**config.mk**
```make
export PLATFORM = sky130hd
export DESIGN_NAME = int_exec_unit
export DESIGN_NICKNAME = d
export VERILOG_FILES = /design/src/rtl/exu_pkg.sv /design/src/rtl/exu_rst_sync.sv /design/src/rtl/exu_decode.sv /design/src/rtl/exu_alu.sv /design/src/rtl/exu_divider.sv /design/src/rtl/int_exec_unit.sv
export SDC_FILE = /design/constraint.sdc
export NUM_CORES = 2
export LEC_CHECK = 0
export ABC_AREA = 1
export BUFFER_PORTS_ARGS = -buffer_cell sky130_fd_sc_hd__buf_2
export CORE_UTILIZATION = 55
export CTS_CLUSTER_SIZE = 10
export DETAILED_ROUTE_END_ITERATION = 12
export PLACE_DENSITY = 0.76
export SETUP_SLACK_MARGIN = 0.4
export SLEW_MARGIN = 20
export SYNTH_ARGS = -nofsm -noshare
export SYNTH_HDL_FRONTEND = slang
export SYNTH_HIERARCHICAL = 1
export SYNTH_SLANG_ARGS = --single-unit
```
**constraint.sdc**
```tcl
create_clock -name clk -period 5.45 [get_ports clk]
set_input_delay 0.545 -clock clk [delete_from_list [all_inputs] [get_ports clk]]
set_output_delay 0.545 -clock clk [all_outputs]
set_load 0.005 [all_outputs]
```
**src/rtl/exu_pkg.sv**
```systemverilog
package exu_pkg;

  localparam int IW   = 64;
  localparam int OPW  = 6;
  localparam int IDXW = 13;

  localparam int OP_LSB  = 58;
  localparam int DST_LSB = 45;
  localparam int S1_LSB  = 32;
  localparam int S2_LSB  = 19;

  localparam logic [OPW-1:0] OP_ADD = 6'd0;
  localparam logic [OPW-1:0] OP_SUB = 6'd1;
  localparam logic [OPW-1:0] OP_MUL = 6'd2;
  localparam logic [OPW-1:0] OP_DIV = 6'd3;
  localparam logic [OPW-1:0] OP_MOD = 6'd4;
  localparam logic [OPW-1:0] OP_AND = 6'd5;
  localparam logic [OPW-1:0] OP_OR  = 6'd6;
  localparam logic [OPW-1:0] OP_CMP = 6'd7;
  localparam logic [OPW-1:0] OP_SEQ = 6'd8;
  localparam logic [OPW-1:0] OP_SNE = 6'd9;
  localparam logic [OPW-1:0] OP_SLT = 6'd10;
  localparam logic [OPW-1:0] OP_SLE = 6'd11;
  localparam logic [OPW-1:0] OP_SGE = 6'd12;
  localparam logic [OPW-1:0] OP_SGT = 6'd13;

  typedef struct packed {
    logic known;
    logic arith;
    logic divide;
    logic is_mod;
    logic cmp;
    logic setop;
    logic use_s1;
    logic use_s2;
  } exu_dec_t;

endpackage

```
**src/rtl/exu_rst_sync.sv**
```systemverilog
module exu_rst_sync (
  input  logic clk,
  input  logic rst_n,
  output logic rst_n_sync
);

  logic [1:0] stage_q;

  always_ff @(posedge clk or negedge rst_n) begin
    if (!rst_n) begin
      stage_q <= 2'b00;
    end else begin
      stage_q <= {stage_q[0], 1'b1};
    end
  end

  assign rst_n_sync = stage_q[1];

endmodule

```
**src/rtl/exu_decode.sv**
```systemverilog
module exu_decode
  import exu_pkg::*;
#(
  parameter int DEPTH = 32
) (
  input  logic [IW-1:0]   word,
  output logic [OPW-1:0]  op,
  output logic [IDXW-1:0] dst,
  output logic [IDXW-1:0] ra_idx,
  output logic [IDXW-1:0] rb_idx,
  output exu_dec_t        dec,
  output logic            legal
);

  localparam logic [IDXW:0] DEPTH_L = (IDXW+1)'(DEPTH);

  logic [IDXW-1:0] s1;
  logic [IDXW-1:0] s2;
  logic            unused_low;

  assign op  = word[OP_LSB  +: OPW];
  assign dst = word[DST_LSB +: IDXW];
  assign s1  = word[S1_LSB  +: IDXW];
  assign s2  = word[S2_LSB  +: IDXW];
  assign unused_low = ^word[S2_LSB-1:0];

  always_comb begin
    dec = '0;
    case (op)
      OP_ADD, OP_SUB, OP_MUL, OP_AND, OP_OR: begin
        dec.known  = 1'b1;
        dec.arith  = 1'b1;
        dec.use_s1 = 1'b1;
        dec.use_s2 = 1'b1;
      end
      OP_DIV, OP_MOD: begin
        dec.known  = 1'b1;
        dec.divide = 1'b1;
        dec.is_mod = (op == OP_MOD);
        dec.use_s1 = 1'b1;
        dec.use_s2 = 1'b1;
      end
      OP_CMP: begin
        dec.known  = 1'b1;
        dec.cmp    = 1'b1;
        dec.use_s1 = 1'b1;
      end
      OP_SEQ, OP_SNE, OP_SLT, OP_SLE, OP_SGE, OP_SGT: begin
        dec.known = 1'b1;
        dec.setop = 1'b1;
      end
      default: dec = '0;
    endcase
  end

  // compare reads destination and first source fields; others read both sources
  assign ra_idx = dec.cmp ? dst : s1;
  assign rb_idx = dec.cmp ? s1  : s2;

  assign legal = dec.known
              && ({1'b0, dst} < DEPTH_L)
              && (!dec.use_s1 || ({1'b0, s1} < DEPTH_L))
              && (!dec.use_s2 || ({1'b0, s2} < DEPTH_L));

endmodule

```
**src/rtl/exu_alu.sv**
```systemverilog
module exu_alu
  import exu_pkg::*;
#(
  parameter int XLEN = 32
) (
  input  logic [OPW-1:0]  op,
  input  logic [XLEN-1:0] opa,
  input  logic [XLEN-1:0] opb,
  input  logic            z_in,
  input  logic            n_in,
  output logic [XLEN-1:0] result,
  output logic            cmp_z,
  output logic            cmp_n
);

  logic cond;

  always_comb begin
    case (op)
      OP_SEQ:  cond = z_in;
      OP_SNE:  cond = !z_in;
      OP_SLT:  cond = n_in;
      OP_SLE:  cond = z_in || n_in;
      OP_SGE:  cond = !n_in;
      OP_SGT:  cond = !z_in && !n_in;
      default: cond = 1'b0;
    endcase
  end

  always_comb begin
    result = '0;
    case (op)
      OP_ADD:  result = opa + opb;
      OP_SUB:  result = opa - opb;
      OP_MUL:  result = opa * opb;
      OP_AND:  result = opa & opb;
      OP_OR:   result = opa | opb;
      OP_SEQ, OP_SNE, OP_SLT, OP_SLE, OP_SGE, OP_SGT: result[0] = cond;
      default: result = '0;
    endcase
  end

  assign cmp_z = (opa == opb);
  assign cmp_n = (opa < opb);

endmodule

```
**src/rtl/exu_divider.sv**
```systemverilog
module exu_divider #(
  parameter int W = 32
) (
  input  logic         clk,
  input  logic         rst_n,
  input  logic         start,
  input  logic [W-1:0] dividend,
  input  logic [W-1:0] divisor,
  output logic         busy,
  output logic         fin,
  output logic [W-1:0] quo,
  output logic [W-1:0] rem
);

  localparam int           CW   = $clog2(W);
  localparam logic [CW-1:0] LAST = CW'(W - 1);

  logic [W-1:0]  rem_q, rem_n;
  logic [W-1:0]  quo_q, quo_n;
  logic [W-1:0]  dvs_q, dvs_n;
  logic [CW-1:0] cnt_q, cnt_n;
  logic          busy_q, busy_n;
  logic          fin_q, fin_n;
  logic [W:0]    shifted;
  logic [W:0]    diff;

  assign shifted = {rem_q, quo_q[W-1]};
  assign diff    = shifted - {1'b0, dvs_q};

  always_comb begin
    rem_n  = rem_q;
    quo_n  = quo_q;
    dvs_n  = dvs_q;
    cnt_n  = cnt_q;
    busy_n = busy_q;
    fin_n  = 1'b0;
    if (start) begin
      rem_n  = '0;
      quo_n  = dividend;
      dvs_n  = divisor;
      cnt_n  = '0;
      busy_n = 1'b1;
    end else if (busy_q) begin
      if (!diff[W]) begin
        rem_n = diff[W-1:0];
        quo_n = {quo_q[W-2:0], 1'b1};
      end else begin
        rem_n = shifted[W-1:0];
        quo_n = {quo_q[W-2:0], 1'b0};
      end
      cnt_n = cnt_q + 1'b1;
      if (cnt_q == LAST) begin
        busy_n = 1'b0;
        fin_n  = 1'b1;
      end
    end
  end

  always_ff @(posedge clk or negedge rst_n) begin
    if (!rst_n) begin
      rem_q  <= '0;
      quo_q  <= '0;
      dvs_q  <= '0;
      cnt_q  <= '0;
      busy_q <= 1'b0;
      fin_q  <= 1'b0;
    end else begin
      rem_q  <= rem_n;
      quo_q  <= quo_n;
      dvs_q  <= dvs_n;
      cnt_q  <= cnt_n;
      busy_q <= busy_n;
      fin_q  <= fin_n;
    end
  end

  assign busy = busy_q;
  assign fin  = fin_q;
  assign quo  = quo_q;
  assign rem  = rem_q;

endmodule

```
**src/rtl/int_exec_unit.sv**
```systemverilog
module int_exec_unit
  import exu_pkg::*;
#(
  parameter int XLEN  = 32,
  parameter int DEPTH = 32
) (
  input  logic            clk,
  input  logic            rst_n,
  input  logic            in_valid,
  input  logic [IW-1:0]   in_word,
  output logic [IDXW-1:0] rd_a_idx,
  input  logic [XLEN-1:0] rd_a_data,
  output logic [IDXW-1:0] rd_b_idx,
  input  logic [XLEN-1:0] rd_b_data,
  output logic            wr_en,
  output logic [IDXW-1:0] wr_idx,
  output logic [XLEN-1:0] wr_data,
  output logic            busy,
  output logic            done,
  output logic            div_trap,
  output logic            illegal,
  output logic            flag_z,
  output logic            flag_n
);

  logic            rst_n_s;
  logic [OPW-1:0]  op;
  logic [IDXW-1:0] dst;
  exu_dec_t        dec;
  logic            legal;
  logic [XLEN-1:0] opa, opb;
  logic [XLEN-1:0] alu_res;
  logic            cmp_z, cmp_n;
  logic            accept;

  logic            dv_start, dv_busy, dv_fin;
  logic [XLEN-1:0] dv_quo, dv_rem;

  logic            sc_wr_q, sc_wr_n;
  logic            sc_done_q, sc_done_n;
  logic [IDXW-1:0] sc_idx_q, sc_idx_n;
  logic [XLEN-1:0] sc_data_q, sc_data_n;
  logic            trap_q, trap_n;
  logic            ill_q, ill_n;
  logic            z_q, z_n;
  logic            n_q, n_n;
  logic [IDXW-1:0] dv_idx_q, dv_idx_n;
  logic            dv_mod_q, dv_mod_n;

  exu_rst_sync u_rst (
    .clk        (clk),
    .rst_n      (rst_n),
    .rst_n_sync (rst_n_s)
  );

  exu_decode #(.DEPTH(DEPTH)) u_dec (
    .word   (in_word),
    .op     (op),
    .dst    (dst),
    .ra_idx (rd_a_idx),
    .rb_idx (rd_b_idx),
    .dec    (dec),
    .legal  (legal)
  );

  // operand select: register 0 is zero, pending write is forwarded
  always_comb begin
    if (rd_a_idx == '0)
      opa = '0;
    else if (wr_en && (wr_idx == rd_a_idx))
      opa = wr_data;
    else
      opa = rd_a_data;
    if (rd_b_idx == '0)
      opb = '0;
    else if (wr_en && (wr_idx == rd_b_idx))
      opb = wr_data;
    else
      opb = rd_b_data;
  end

  exu_alu #(.XLEN(XLEN)) u_alu (
    .op     (op),
    .opa    (opa),
    .opb    (opb),
    .z_in   (z_q),
    .n_in   (n_q),
    .result (alu_res),
    .cmp_z  (cmp_z),
    .cmp_n  (cmp_n)
  );

  exu_divider #(.W(XLEN)) u_div (
    .clk      (clk),
    .rst_n    (rst_n_s),
    .start    (dv_start),
    .dividend (opa),
    .divisor  (opb),
    .busy     (dv_busy),
    .fin      (dv_fin),
    .quo      (dv_quo),
    .rem      (dv_rem)
  );

  assign accept = in_valid && !dv_busy;

  always_comb begin
    sc_wr_n   = 1'b0;
    sc_done_n = 1'b0;
    trap_n    = 1'b0;
    ill_n     = 1'b0;
    sc_idx_n  = sc_idx_q;
    sc_data_n = sc_data_q;
    z_n       = z_q;
    n_n       = n_q;
    dv_start  = 1'b0;
    dv_idx_n  = dv_idx_q;
    dv_mod_n  = dv_mod_q;
    if (accept) begin
      if (!legal) begin
        ill_n = 1'b1;
      end else if (dec.divide) begin
        if (opb == '0) begin
          trap_n    = 1'b1;
          sc_done_n = 1'b1;
        end else begin
          dv_start = 1'b1;
          dv_idx_n = dst;
          dv_mod_n = dec.is_mod;
        end
      end else if (dec.cmp) begin
        z_n       = cmp_z;
        n_n       = cmp_n;
        sc_done_n = 1'b1;
      end else begin
        sc_done_n = 1'b1;
        sc_wr_n   = (dst != '0);
        sc_idx_n  = dst;
        sc_data_n = alu_res;
      end
    end
  end

  always_ff @(posedge clk or negedge rst_n_s) begin
    if (!rst_n_s) begin
      sc_wr_q   <= 1'b0;
      sc_done_q <= 1'b0;
      sc_idx_q  <= '0;
      sc_data_q <= '0;
      trap_q    <= 1'b0;
      ill_q     <= 1'b0;
      z_q       <= 1'b0;
      n_q       <= 1'b0;
      dv_idx_q  <= '0;
      dv_mod_q  <= 1'b0;
    end else begin
      sc_wr_q   <= sc_wr_n;
      sc_done_q <= sc_done_n;
      sc_idx_q  <= sc_idx_n;
      sc_data_q <= sc_data_n;
      trap_q    <= trap_n;
      ill_q     <= ill_n;
      z_q       <= z_n;
      n_q       <= n_n;
      dv_idx_q  <= dv_idx_n;
      dv_mod_q  <= dv_mod_n;
    end
  end

  assign wr_en    = sc_wr_q || (dv_fin && (dv_idx_q != '0));
  assign wr_idx   = dv_fin ? dv_idx_q : sc_idx_q;
  assign wr_data  = dv_fin ? (dv_mod_q ? dv_rem : dv_quo) : sc_data_q;
  assign done     = sc_done_q || dv_fin;
  assign busy     = dv_busy;
  assign div_trap = trap_q;
  assign illegal  = ill_q;
  assign flag_z   = z_q;
  assign flag_n   = n_q;

endmodule

```
# --- Yosys cells after proc, flatten, opt, wreduce, memory -nomap -nowiden ---
# Cells that the tools add are included.
op_classes:
  n_bitwise: 5
  n_lt_le_gt_ge: 4
  addsub: 4
  multipliers: 1
  n_reduce_logical: 33
  n_mux: 48
  n_shift: 0
  n_eq_ne: 17
  n_div: 0
op_table:
  columns: ["operator", "count"]
  rows:
  - ["2-to-1 mux 32 bit", 11]
  - ["one-hot mux 31 bit (5 select lines)", 1]
  - ["less-than comparator 13 x 6 -> 1 bit (second input constant)", 3]
  - ["2-to-1 mux 13 bit", 3]
  - ["== test 6 x 4 -> 1 bit (second input constant)", 6]
  - ["subtractor 33 x 32 -> 33 bit", 1]
  - ["adder 32 bit", 1]
  - ["bitwise AND 32 bit", 1]
  - ["== test 32 bit", 1]
  - ["logical NOT 32 bit", 1]
  - ["less-than comparator 32 bit", 1]
  - ["multiplier 32 x 32 -> 32 bit", 1]
  - ["bitwise OR 32 bit", 1]
  - ["subtractor 32 bit", 1]
  - ["2-to-1 mux 1 bit", 28]
  - ["== test 13 bit", 2]
  - ["logical NOT 13 bit", 2]
  - ["nonzero test 13 bit", 2]
  - ["== test 6 x 3 -> 1 bit (second input constant)", 4]
  - ["OR reduction 14 bit", 1]
  - ["== test 6 x 2 -> 1 bit (second input constant)", 2]
  - ["one-hot mux 1 bit (6 select lines)", 2]
  - ["AND reduction 4 bit", 3]
  - ["2-to-1 mux 5 bit", 2]
  - ["14 further kinds", 31]
totals:
  reg_bits: 170
  wordCells: 129
  out_inout_bits: 78
  ramBits: 0
  memories: 0
  inputBits: 131
  rom_bits: 0
  latchBits: 0

# --- Logic depth before layout (Yosys ltp) ---
depth:
  depth_word: 13
  mapped_depth: 58
  depth_no_buf: 54

# --- Cells and area by module ---
# Netlist, hierarchy kept.
modules_own_cells:
  columns: ["mod", "seq_area_each_um2", "area_per_inst_um2", "instances", "cells_each"]
  rows:
  - ["exu_alu", 0.0, 22306.4, 1, 3287]
  - ["exu_divider", 2577.5, 7111.8, 1, 1090]
  - ["int_exec_unit", 1626.6, 5326.4, 1, 876]
  - ["exu_decode", 0.0, 773.2, 1, 148]
  - ["exu_rst_sync", 50.0, 53.8, 1, 3]

# --- Worst setup path before layout ---
# No wires, ideal clock.
synth_path:
  kind: "input-to-reg"
  from: "input port in_word[63]"
  to: "register sc_data_q[30]"
  n_path_buf: 4
  setup_ns: 0.133
  slack_ns: -3.706
  t_required_ns: 5.317
  arrival_time_ns: 9.023
  path_stages: 41
  cell_sequence: "nor2_4 nand2_4 nor2_8 buf_4 o21ai_0 or2_1 a22o_1 nor4_1 nand2_1 nor4_4 clkbuf_1 o21ai_0 a21oi_1 clkbuf_1 clkbuf_1 nand2_1 fa_1 inv_1 [... 5 more ...] inv_1 fa_1 fa_1 inv_1 fa_1 fa_1 ha_1 inv_1 nor3_1 nand2_1 nor4_1 nand2_1 nand2_1 nand2_1 nand3_1 nand4_1 nor2_1 a21oi_1"
synth_between:
  elab_chain_len: 9
  word_cells_on_any_way: 51
  classes_between: "add/sub (2); mul (1); eq/ne (15); mux (12); bitwise (4); reduce/logical (17)"
synth_lines:
  columns: ["element", "line", "source"]
  rows:
  - ["from (decl)", "int_exec_unit.sv:10", "input logic [IW-1:0] in_word,"]
  - ["== test 6 x 3 -> 1 bit *", "exu_decode.sv:29", "case (op)"]
  - ["2-to-1 mux 1 bit *", "exu_decode.sv:29", null]
  - ["2-to-1 mux 13 bit *", "exu_decode.sv:57", "assign ra_idx = dec.cmp ? dst : s1;"]
  - ["net rd_a_idx[6]", "int_exec_unit.sv:11", "output logic [IDXW-1:0] rd_a_idx,"]
  - ["== test 13 bit", "int_exec_unit.sv:70", "else if (wr_en && (wr_idx == rd_a_idx))"]
  - ["logical AND 1 bit", "int_exec_unit.sv:70", null]
  - ["2-to-1 mux 32 bit", "int_exec_unit.sv:70", null]
  - ["2-to-1 mux 32 bit *", "int_exec_unit.sv:68", "if (rd_a_idx == '0)"]
  - ["net opa[12]", "int_exec_unit.sv:31", "logic [XLEN-1:0] opa, opb;"]
  - ["multiplier 32 x 32 -> 32 bit (tied with other cells)", "exu_alu.sv:35", "OP_MUL: result = opa * opb;"]
  - ["one-hot mux 31 bit (5 select lines) *", "exu_alu.sv:32", "case (op)"]
  - ["net alu_res[30]", "int_exec_unit.sv:32", "logic [XLEN-1:0] alu_res;"]
  - ["to (signal assigned)", "int_exec_unit.sv:160", "sc_data_q <= sc_data_n;"]
  - ["to (decl)", "int_exec_unit.sv:42", "logic [XLEN-1:0] sc_data_q, sc_data_n;"]
# Mark *: on every way through the listed nets, which the timed path passes. The rest lies on a longest branch.
# A chain may end at the register's enable or synchronous reset.

==> run summary <==
Final-stage net count = 7136
Syn avg cell area = 6.58 um^2
Max Slew Vio Count = 0
CTS tree = done
Final hold slack = 0.339 ns
Min-delay worst type = in -> reg
Vias = 39730
Most frequent cells in the layout = nand2_1 (1483), inv_1 (1302), buf_4 (866)
DRC Markers = 0
Fraction of layout cells with a size suffix above 1 = 0.253
Hold path depth = 3
Max-cap viol count = 0
Vias in the first global route = 39480
Router iterations before antenna repair = 7
Die height = 256 um
Final hold violations = 0
Sink Count = 170
RSZ-0062 raised after global routing = yes
Worst Path Arrival = 9.35 ns
Crit share post-route = 1.66
Die area = 65700 um^2
PortBufs = 189
Endpoints failing setup = 29
Setup ws final = -3.57 ns
First-pass GRT wire length = 225 mm
Post-Route WL = 152 mm
Vias per Instance = 5.52
Worst setup SP type = input pin
Result of the run = finished with violations
CTS H-tree lvls = 4
FF/Latch Area = 4260 um^2
Antenna violations before repair = 3
Gp weighted congestion = 1.05
Worst path max stage delay = 0.57 ns
Max Fanout on Critical Path = 7
Failing checks = setup timing
Num ports = 209
CTS clk-pin slew, worst paths = 0.08 ns
Core Area = 63400 um^2
Average wire per standard cell = 21.1 um
Required @ worst endpoint = 5.78 ns
Worst r2r path cells = 43
Final Skew = 0.0128 ns
Commonest non-fill, non-tap cell in the layout = nand2_1
Initial Util = 0.561
Largest net degree at the start of global routing = 105
Synthesized Nets = 6197
CP Capture Type = flop
Fin crit period = 9.02 ns
TritonCTS Buffers = 17
DP HPWL = 122 mm
Worst setup path class = in -> reg
Total gr overflow = 0
Initial DRC count = 4209
Worst-margin pin slew = 0.994 ns
Filler cell count = 5029
Area of the multi-input gates = 26700 um^2
Skew-Pair Late Insertion Delay = 0.44 ns
Area grow syn2layout = 32.5%
Most used cell, CP = fa_1
Routed Antenna Nets = 0
Synth warnings = 6
Synth Cell Area = 35600 um^2
Normalized max-slew margin = 0.336
Post-Syn Instances = 5402
Clk buf depth = 2
Total GRT Usage = 0.452
Clk root buf = clkbuf_16
Die W = 256 um
Std-Cell Rows = 92
Max Clock Freq = 111 MHz
Worst path slowest cell = fa_1
## flip-flops by register name, indices dropped and copies added (netlist names)
register,count
sc_wr_q,1
sc_data_q,32
u_div/quo,32
flag_z,1
div_trap,1
u_div/rem,32
dv_idx_q,13
sc_done_q,1
sc_idx_q,13
flag_n,1
u_div/busy,1
illegal,1
u_div/fin,1
u_div/dvs_q,32
u_rst/stage_q,2
dv_mod_q,1
u_div/cnt_q,5
## worst paths after layout
path	startpoint	end	slack [ns]
setup / recovery	in_word[62]	sc_data_q[16]	-3.57
hold / removal	in_valid	illegal	0.34
setup reg to reg	u_div/fin	sc_data_q[16]	-3.51
hold reg to reg	u_rst/stage_q[0]	u_rst/stage_q[1]	0.36
max in group asynchronous	u_rst/stage_q[1]	u_div/rem[28]	3.84
min in group asynchronous	rst_n	u_rst/stage_q[1]	0.43
## worst max-delay path: cells and delay by family
family                     cells  cell delay (ns)
AOI/OAI and AO/OA              9             1.37
adders and majority gates      9             3.99
buffers and inverters         16             1.82
and+or+nand+nor               11             1.58
## layer usage
layer	track usage	vias up	wire (um)
li1	-	18048	-
met4	0.371	4	15000
met1	0.520	18671	53700
met5	0	-	19
met3	0.0964	674	15000
met2	0.724	2333	68100
## metrics by stage
stage | utilization | std cells | setup WS [ns] | instance area, um^2 | setup TNS (ns)
global route | 0.743 | 7199 | -3.76 | 47100 | -91.00
CTS | 0.730 | 7177 | -3.37 | 46300 | -79.64
global placement | 0.702 | 7099 | -4.00 | 44500 | -95.88
detailed placement | 0.702 | 7099 | -3.98 | 44500 | -97.39
floorplan | - | 5402 | -3.27 | 36400 | -70.66
finish | 0.743 | 7201 | -3.57 | 47100 | -84.38
## timing repair
action,in CTS,in global routing
hold endpoints to repair,2,0
hold buffers,1,0
buffers inserted,43,19
resized for setup,189,146
setup endpoints to repair,31,47
pin swaps,75,62
gates cloned,3,3
## layout make-up
type,instances,share of cell area
diodes,2,0.000106
clock buffers,18,0.00932
clock inverters,13,0.00342
inverters,1374,0.110
multi-input cells,3618,0.566
flip-flops and latches,170,0.0904
well taps,846,0.0225
repair buffers,1160,0.199
Power is left out: the tool's default activity adds up to more than one toggle a clock period on the data nets, which glitch-free logic cannot reach.
